==> src/rtl/dctl_pkg.sv <==
// Package: shared view type and offsets for the distributor control register.
// Assumes byte offsets; the control byte and type byte locations are fixed.
package dctl_pkg;
    typedef enum logic [1:0] {
        VIEW_LEGACY = 2'd0,
        VIEW_FULL   = 2'd1,
        VIEW_NS     = 2'd2
    } view_e;

    localparam int NGRP     = 2;
    localparam int OFS_CTRL = 0;
    localparam int OFS_TYPE = 4;
endpackage

==> src/rtl/dctl_view_decode.sv <==
// Module: selects which layout the current access sees at the control byte.
// Assumes configuration inputs are static between resets.
module dctl_view_decode
    import dctl_pkg::*;
(
    input  logic  sec_ext,
    input  logic  rev2,
    input  logic  ns,
    output view_e view
);
    // Purpose: map security configuration and caller state to a view.
    always_comb begin
        if (sec_ext) begin
            view = ns ? VIEW_NS : VIEW_FULL;
        end else if (rev2) begin
            view = VIEW_FULL;
        end else begin
            view = VIEW_LEGACY;
        end
    end
endmodule

==> src/rtl/dctl_enable_regs.sv <==
// Module: holds the two one-bit group enables and applies control-byte writes.
// Assumes the caller has already decoded the view; only offset OFS_CTRL writes.
// In the legacy view the group 0 flop stores the single distribution enable.
module dctl_enable_regs
    import dctl_pkg::*;
#(
    parameter int OFS_W  = 8,
    parameter int DATA_W = 8
) (
    input  logic              clk,
    input  logic              rst_n,
    input  view_e             view,
    input  logic              wr,
    input  logic [OFS_W-1:0]  ofs,
    input  logic [DATA_W-1:0] wdata,
    output logic [NGRP-1:0]   en_q
);
    logic hit;

    // Purpose: qualify the write strobe with the control-byte offset.
    always_comb hit = wr && (ofs == OFS_W'(OFS_CTRL));

    // Purpose: update the stored enables, one bit each, per the view.
    always_ff @(posedge clk) begin
        if (!rst_n) begin
            en_q <= '0;
        end else if (hit) begin
            unique case (view)
                VIEW_FULL: begin
                    en_q[0] <= wdata[0];
                    en_q[1] <= wdata[1];
                end
                VIEW_NS:     en_q[1] <= wdata[0];
                VIEW_LEGACY: en_q[0] <= wdata[0];
                default:     en_q    <= en_q;
            endcase
        end
    end
endmodule

==> src/rtl/dctl_fwd_gate.sv <==
// Module: gates each group's pending input with that group's effective enable.
// Assumes enables are already resolved for the legacy view.
module dctl_fwd_gate #(
    parameter int N = 2
) (
    input  logic [N-1:0] en,
    input  logic [N-1:0] pend,
    output logic [N-1:0] fwd
);
    for (genvar g = 0; g < N; g++) begin : g_grp
        // Purpose: forward group g only while it is enabled.
        always_comb fwd[g] = en[g] & pend[g];
    end
endmodule

==> src/rtl/dist_ctrl_bank.sv <==
// Module: top of the security-banked distributor control register.
// Provides the control byte (view-dependent), the controller type byte, the
// effective group enables and the gated forward outputs.
// Assumes cfg_* are static between resets and NUM_IRQ is a multiple of 32.
module dist_ctrl_bank
    import dctl_pkg::*;
#(
    parameter int NUM_IRQ = 96,
    parameter int OFS_W   = 8,
    parameter int DATA_W  = 8,
    parameter int TYPE_W  = 5
) (
    input  logic              clk,
    input  logic              rst_n,
    input  logic              cfg_sec_ext,
    input  logic              cfg_rev2,
    input  logic [OFS_W-1:0]  reg_ofs,
    input  logic              reg_wr,
    input  logic [DATA_W-1:0] reg_wdata,
    input  logic              reg_ns,
    output logic [DATA_W-1:0] reg_rdata,
    output logic              grp0_en,
    output logic              grp1_en,
    input  logic              pend_g0,
    input  logic              pend_g1,
    output logic              fwd_g0,
    output logic              fwd_g1
);
    localparam int                TYPE_INT = NUM_IRQ / 32 - 1;
    localparam logic [TYPE_W-1:0] TYPE_VAL = TYPE_W'(TYPE_INT);

    view_e           view;
    view_e           cfg_view;
    logic [NGRP-1:0] en_q;
    logic [NGRP-1:0] en_eff;
    logic [NGRP-1:0] fwd;

    dctl_view_decode u_view (
        .sec_ext (cfg_sec_ext),
        .rev2    (cfg_rev2),
        .ns      (reg_ns),
        .view    (view)
    );

    // Legacy detection for the outputs ignores the caller's security state.
    dctl_view_decode u_cfg_view (
        .sec_ext (cfg_sec_ext),
        .rev2    (cfg_rev2),
        .ns      (1'b0),
        .view    (cfg_view)
    );

    dctl_enable_regs #(
        .OFS_W  (OFS_W),
        .DATA_W (DATA_W)
    ) u_regs (
        .clk   (clk),
        .rst_n (rst_n),
        .view  (view),
        .wr    (reg_wr),
        .ofs   (reg_ofs),
        .wdata (reg_wdata),
        .en_q  (en_q)
    );

    // Purpose: the single legacy enable drives both groups.
    always_comb begin
        if (cfg_view == VIEW_LEGACY) begin
            en_eff = {NGRP{en_q[0]}};
        end else begin
            en_eff = en_q;
        end
    end

    dctl_fwd_gate #(.N(NGRP)) u_gate (
        .en   (en_eff),
        .pend ({pend_g1, pend_g0}),
        .fwd  (fwd)
    );

    // Purpose: combinational read mux over the control and type bytes.
    always_comb begin
        reg_rdata = '0;
        if (reg_ofs == OFS_W'(OFS_CTRL)) begin
            unique case (view)
                VIEW_FULL:   reg_rdata[1:0] = en_q;
                VIEW_NS:     reg_rdata[0]   = en_q[1];
                VIEW_LEGACY: reg_rdata[0]   = en_q[0];
                default:     reg_rdata      = '0;
            endcase
        end else if (reg_ofs == OFS_W'(OFS_TYPE)) begin
            reg_rdata[TYPE_W-1:0] = TYPE_VAL;
        end
    end

    // Purpose: present the resolved enables and forwards on the ports.
    always_comb begin
        grp0_en = en_eff[0];
        grp1_en = en_eff[1];
        fwd_g0  = fwd[0];
        fwd_g1  = fwd[1];
    end
endmodule

==> config.mk <==
export PLATFORM = sky130hd
export DESIGN_NAME = dist_ctrl_bank
export DESIGN_NICKNAME = d
export VERILOG_FILES = /design/src/rtl/dctl_pkg.sv /design/src/rtl/dctl_view_decode.sv /design/src/rtl/dctl_enable_regs.sv /design/src/rtl/dctl_fwd_gate.sv /design/src/rtl/dist_ctrl_bank.sv
export SDC_FILE = /design/constraint.sdc
export NUM_CORES = 1
export LEC_CHECK = 0
export BUFFER_PORTS_ARGS = -buffer_cell sky130_fd_sc_hd__buf_2
export CORE_AREA = 2 2 39 41
export CTS_BUF_LIST = sky130_fd_sc_hd__clkbuf_16
export DETAILED_ROUTE_END_ITERATION = 10
export DIE_AREA = 0 0 41 43
export GPL_TIMING_DRIVEN = 1
export PLACE_DENSITY = 0.63
export SLEW_MARGIN = 10
export SYNTH_ARGS = -nofsm -noshare
export SYNTH_HDL_FRONTEND = slang
export SYNTH_SLANG_ARGS = --single-unit
export TNS_END_PERCENT = 5
==> constraint.sdc <==
create_clock -name clk -period 2 [get_ports clk]
set_input_delay 0.3 -clock clk [delete_from_list [all_inputs] [get_ports clk]]
set_output_delay 0.3 -clock clk [all_outputs]
set_load 0.02 [all_outputs]
# Word level (Yosys, flattened, before mapping)
# Cells that the tools add are included.
[word_totals]
regBits = 2
inputBits = 24
output_inout_bits = 12
wordCells = 25
[classes]
eq_ne = 3
muxes = 10
n_bitwise = 2
reduce_logical = 8
[op_table]
columns = ["cell", "n"]
rows = [
  ["2-bit two-way mux", 6],
  ["8-bit by 3-bit == test with 1-bit output, second input constant", 1],
  ["8-bit zero test", 1],
  ["2-bit zero test", 2],
  ["1-bit one-hot mux with 2 select lines", 2],
  ["2-bit AND reduction", 2],
  ["1-bit bitwise AND", 2],
  ["2-bit by 1-bit == test with 1-bit output, second input constant", 1],
  ["2-bit == test, second input constant", 1],
  ["1-bit two-way mux", 2],
  ["2-bit nonzero test", 1],
  ["2-bit OR reduction", 1],
  ["1-bit logical AND", 1],
]

# Longest topological paths before layout
[logic_depth]
ltp_word = 6
depth_mapped = 3
ltp_nobuf = 3

# Cells and area by module
# From an unflattened synthesis, not the netlist that was laid out.
[hier_totals]
cells_unflattened = 45
hier_area_um2 = 361.6
[modules_own_cells]
columns = ["mod", "n_inst", "cells_per_inst", "area_each_um2", "seq_area_each_um2"]
rows = [
  ["dctl_enable_regs", 1, 20, 177.7, 40.0],
  ["dist_ctrl_bank", 1, 17, 128.9, 0.0],
  ["dctl_view_decode", 2, 3, 21.3, 0.0],
  ["dctl_fwd_gate", 1, 2, 12.5, 0.0],
]

# Least setup slack after synthesis
# OpenSTA, ideal clock, no wires.
[synth_timing]
path_type = "in2out"
start = "input port reg_ofs[5]"
end = "output port reg_rdata[0]"
t_arrival_ps = 1181
setup_slack_ps = 519
path_stages = 3
path_cell_list = "nor4_4 -> nand2_1 -> nor3_1"
[synth_via]
elab_chain_cells = 2
[synth_lines]
columns = ["item", "line_no", "source"]
rows = [
  ["from (decl)", "dist_ctrl_bank.sv:17", "input logic [OFS_W-1:0] reg_ofs,"],
  ["8-bit zero test", "dist_ctrl_bank.sv:84", "if (reg_ofs == OFS_W'(OFS_CTRL)) begin"],
  ["2-bit two-way mux", "dist_ctrl_bank.sv:84", ""],
  ["to (decl)", "dist_ctrl_bank.sv:21", "output logic [DATA_W-1:0] reg_rdata,"],
]
# Every way passes these cells.

# Final worst setup path
[layout_timing]
start = "input port cfg_sec_ext"
end = "output port fwd_g1"
[layout_via]
elab_chain_cells = 4
[layout_lines]
columns = ["item", "line_no", "source"]
rows = [
  ["from (decl)", "dist_ctrl_bank.sv:15", "input logic cfg_sec_ext,"],
  ["2-bit two-way mux", "dctl_view_decode.sv:13", "if (sec_ext) begin"],
  ["2-bit zero test", "dist_ctrl_bank.sv:68", "if (cfg_view == VIEW_LEGACY) begin"],
  ["2-bit two-way mux", "dist_ctrl_bank.sv:68", ""],
  ["1-bit bitwise AND", "dctl_fwd_gate.sv:12", "always_comb fwd[g] = en[g] & pend[g];"],
  ["to (decl)", "dist_ctrl_bank.sv:27", "output logic fwd_g1"],
]
# Every way passes these cells.

==> metrics.csv <==
stage;metric;value;unit
clock_network;cts_tree;yes;
global_route;gr-usage-all-layers;7.72;%
drt;antenna_left;0;
place;place.gp.congestion;0.653;
die;die_width;41;µm
drt;drt_iter0_drc;2;
global_route;grt_pass1_vias;249;
setup_path;reg2reg_slack;1370;ps
sta;max_clock_freq;0.642;GHz
setup_path;critical_path_required;1700;ps
global_route;number_of_antenna_violations_at_the_first_check_in_global_routing;0;
clock_network;clock_path_buffers;2;
power;post-layout-total-power;0.379;mW
layout;layout.area.seq;40.0;µm²
worst_hold_path;holdPathStages;3;
setup_path;start_kind;input pin;
clock_network;clock_insertion_delay_at_the_later_pin_of_the_skew_report;220;ps
clock_network;root_buffer;sky130_fd_sc_hd__clkbuf_16;
die;num_io_pins;36;
synthesis;synth_seq_area_share;15.6;%
place;io_buffer_count;23;
die;floorplan.initialDensity;18.5;%
die;placement_rows;14;
setup_path;reg2reg_depth;2;
global_route;largest_net_degree_at_the_start_of_global_routing;6;
power;vdd.ir_drop.worst;0.000299;V
layout;finalNetCount;83;
setup_path;critical_path.most_common_cell;sky130_fd_sc_hd__buf_2;
global_route;grt-ovfl-total;0;
layout;regMostFlops;u_regs.en_q;
layout;final_area;440;µm²
synthesis;avgSynthCellArea;8.02;µm²
setup_path;destination_of_the_worst_register_to_register_timing_path;u_regs.en_q[1];
sta;setup_violations;0;
drt;post_route_drc;0;
clock_network;holdBufCountCts;0;
clock_network;cts_setup_buffers;0;
layout;number_of_diodes_added_for_antenna_fixing;0;
setup_path;setup.worst_path.class;in2out;
layout;multi_input_area;190;µm²
sta;final_max_slew_viol_count;0;
status;run_status;completed;
setup_path;startpoint;cfg_sec_ext;
global_route;grt_first_pass_wirelength;869;µm
drt;routed_length_per_instance;8.49;µm
power;p_sw;0.0663;mW
synthesis;synthesis.yosys.warnings;0;
sta;clock_skew;0;ps
sta;timing.final.crit_period;1560;ps
synthesis;mapped_area;256;µm²
place;dp_hpwl;553;µm
drt;detail_route.vias_per_cell;3.93;
sta;fin_crit_sh;77.9;%
drt;vias;287;
layout;post_route_cells_drive_above_1_share;54.4;%
sta;timing.setup.tns;0;ps
layout;flip_flop_count_of_the_largest_register_all_copies_and_words_added;2;
job;max-cap-violations;0;
power;share_comb_of_total_power;11.0;%
setup_path;crit_buf_inv;2;
clock_network;clk_pin_slew;30;ps
die;die-height;43;µm
setup_path;crit_path_end_kind;output pin;
setup_path;timing.critical_path.slowest_cell_delay;300;ps
setup_path;worstSetupPathDepth;5;
power;internal_power;0.312;mW
place;placedInstanceArea;365;µm²
setup_path;crit_path_end;fwd_g1;
layout;synthToLayoutAreaGrowth;71.7;%
synthesis;synth.ff_latch_count;2;
setup_path;timing.critical_path.fanout_max;4;
die;coreArea;1380;µm²
clock_network;ctsResizeCount;0;
setup_path;critical_path.cell_chain;buf_2 -> or2_4 -> mux2_4 -> and2_4 -> buf_2;
power;share_seq_of_total_power;10.6;%
clock_network;clock_h_tree_levels;1;
layout;final.fill_count;163;
setup_path;max_stage_delay_cell_worst_path;sky130_fd_sc_hd__mux2_4;
clock_network;cts_inserted_buffers;3;
worst_hold_path;hold_path.class;in2reg;
sta;hold_slack;342;ps
drt;totalWireLength;620;µm
power;p_leak;0.242;nW
clock_network;clock_sink_count;2;
power;clkPwrFrac;78.3;%
setup_path;cell_class_contributing_the_biggest_share_of_worst_path_delay;simple AND/OR/NAND/NOR gates;
setup_path;r2r-start;u_regs.en_q[1];
layout;biggest_registers_after_layout;u_regs.en_q x2;
sta;rsz_0062_raised_after_global_routing;false;
synthesis;netlist-cell-type-count;18;
drt;firstDrtPassIters;2;
die;fp.dieArea;1760;µm²
power;switching_share;17.5;%
power;power_density;860;nW/µm²
synthesis;cell_count_after_synthesis;32;
sta;report.final.hold_viol_count;0;
setup_path;arrival;1260;ps
## cells by family after synthesis
logic type             Yosys count  share of synthesized area [%]
AND/OR/NAND/NOR                 16                           40.5
buffers and inverters            6                           17.6
multiplexers                     4                           17.6
AO/OA/AOI/OAI                    3                           7.32
flip-flops                       2                           15.6
other                            1                           1.46
## through the flow
step / std cells / setup WS (ps) / utilization (%)
after CTS: 73 / 434 / 31.8
after detailed placement: 70 / 434 / 26.4
after floorplan: 37 / 519 / -
after global placement: 70 / 434 / 26.4
after global routing: 73 / 413 / 31.8
final: 73 / 442 / 31.8
## how the worst min path moves through the flow
stage / startpoint / endpoint / slack, ps
after floorplan: reg_wdata[0] / u_regs.en_q[0] / 440
after global placement: u_regs.en_q[1] / u_regs.en_q[1] / 490
after detailed placement: u_regs.en_q[1] / u_regs.en_q[1] / 510
after CTS: reg_wdata[0] / u_regs.en_q[0] / 340
after global routing: reg_wdata[0] / u_regs.en_q[0] / 360
final: reg_wdata[0] / u_regs.en_q[0] / 340
## layer usage
metal / global-route usage (%) / part of all wire (%) / vias to the layer above
met1: 7.03 / 39 / 118
met2: 11.6 / 48 / 18
met4: 6.00 / 0 / 0
met3: 4.71 / 13 / 0
li1: - / - / 151
met5: 0 / 0 / -
## power by group through the flow
stage / registers (mW) / logic [mW] / clock network, mW
after global placement: 0.0408 / 0.0411 / 0
after global routing: 0.0403 / 0.0461 / 0.303
after floorplan: 0.0408 / 0.0291 / 0
final: 0.0403 / 0.0417 / 0.297
after CTS: 0.0403 / 0.0421 / 0.301
after detailed placement: 0.0408 / 0.0420 / 0
## layout by cell type (no fill, tap or decap)
master / count
sky130_fd_sc_hd__a21boi_0: 1
sky130_fd_sc_hd__a31oi_1: 1
sky130_fd_sc_hd__and2_1: 1
sky130_fd_sc_hd__and2_4: 1
sky130_fd_sc_hd__and3_2: 1
sky130_fd_sc_hd__buf_2: 23
sky130_fd_sc_hd__clkbuf_16: 3
sky130_fd_sc_hd__conb_1: 6
sky130_fd_sc_hd__dfxtp_1: 2
sky130_fd_sc_hd__mux2_4: 1
sky130_fd_sc_hd__mux2i_1: 3
sky130_fd_sc_hd__nand2_1: 5
sky130_fd_sc_hd__nand4_1: 2
sky130_fd_sc_hd__nor2_1: 1
sky130_fd_sc_hd__nor2b_1: 1
sky130_fd_sc_hd__nor3_1: 2
sky130_fd_sc_hd__nor4_4: 1
sky130_fd_sc_hd__o21ai_0: 1
sky130_fd_sc_hd__or2_4: 1
## synthesized netlist by cell type
cell type | number | share of area [%]
sky130_fd_sc_hd__nor4_4 | 1 | 8.3
sky130_fd_sc_hd__and3_2 | 1 | 2.9
sky130_fd_sc_hd__buf_4 | 6 | 18
sky130_fd_sc_hd__and2_1 | 1 | 2.4
sky130_fd_sc_hd__or2_4 | 1 | 3.4
sky130_fd_sc_hd__o21ai_0 | 1 | 1.9
sky130_fd_sc_hd__a21boi_0 | 1 | 2.9
sky130_fd_sc_hd__conb_1 | 1 | 1.5
sky130_fd_sc_hd__nand4_1 | 2 | 4.9
sky130_fd_sc_hd__a31oi_1 | 1 | 2.4
sky130_fd_sc_hd__nor3_1 | 2 | 3.9
sky130_fd_sc_hd__mux2i_1 | 3 | 12
sky130_fd_sc_hd__nor2b_1 | 1 | 2.4
sky130_fd_sc_hd__nor2_1 | 1 | 1.5
sky130_fd_sc_hd__mux2_4 | 1 | 5.9
sky130_fd_sc_hd__nand2_1 | 5 | 7.3
sky130_fd_sc_hd__and2_4 | 1 | 3.4
sky130_fd_sc_hd__dfxtp_1 | 2 | 16
## final cells by class
cell class | instances | area share, %
Clock buffer | 3 | 17.0
Multi-Input combinational cell | 29 | 43.2
Sequential cell | 2 | 9.09
Tap cell | 16 | 4.55
Timing Repair Buffer | 23 | 26.1
## worst register-to-register path, cell delays in order (launching register included)
cell                      delay [ps]
sky130_fd_sc_hd__dfxtp_1         350
sky130_fd_sc_hd__nand2_1          60
sky130_fd_sc_hd__mux2i_1         140
Power figures use the tool's default switching activity.
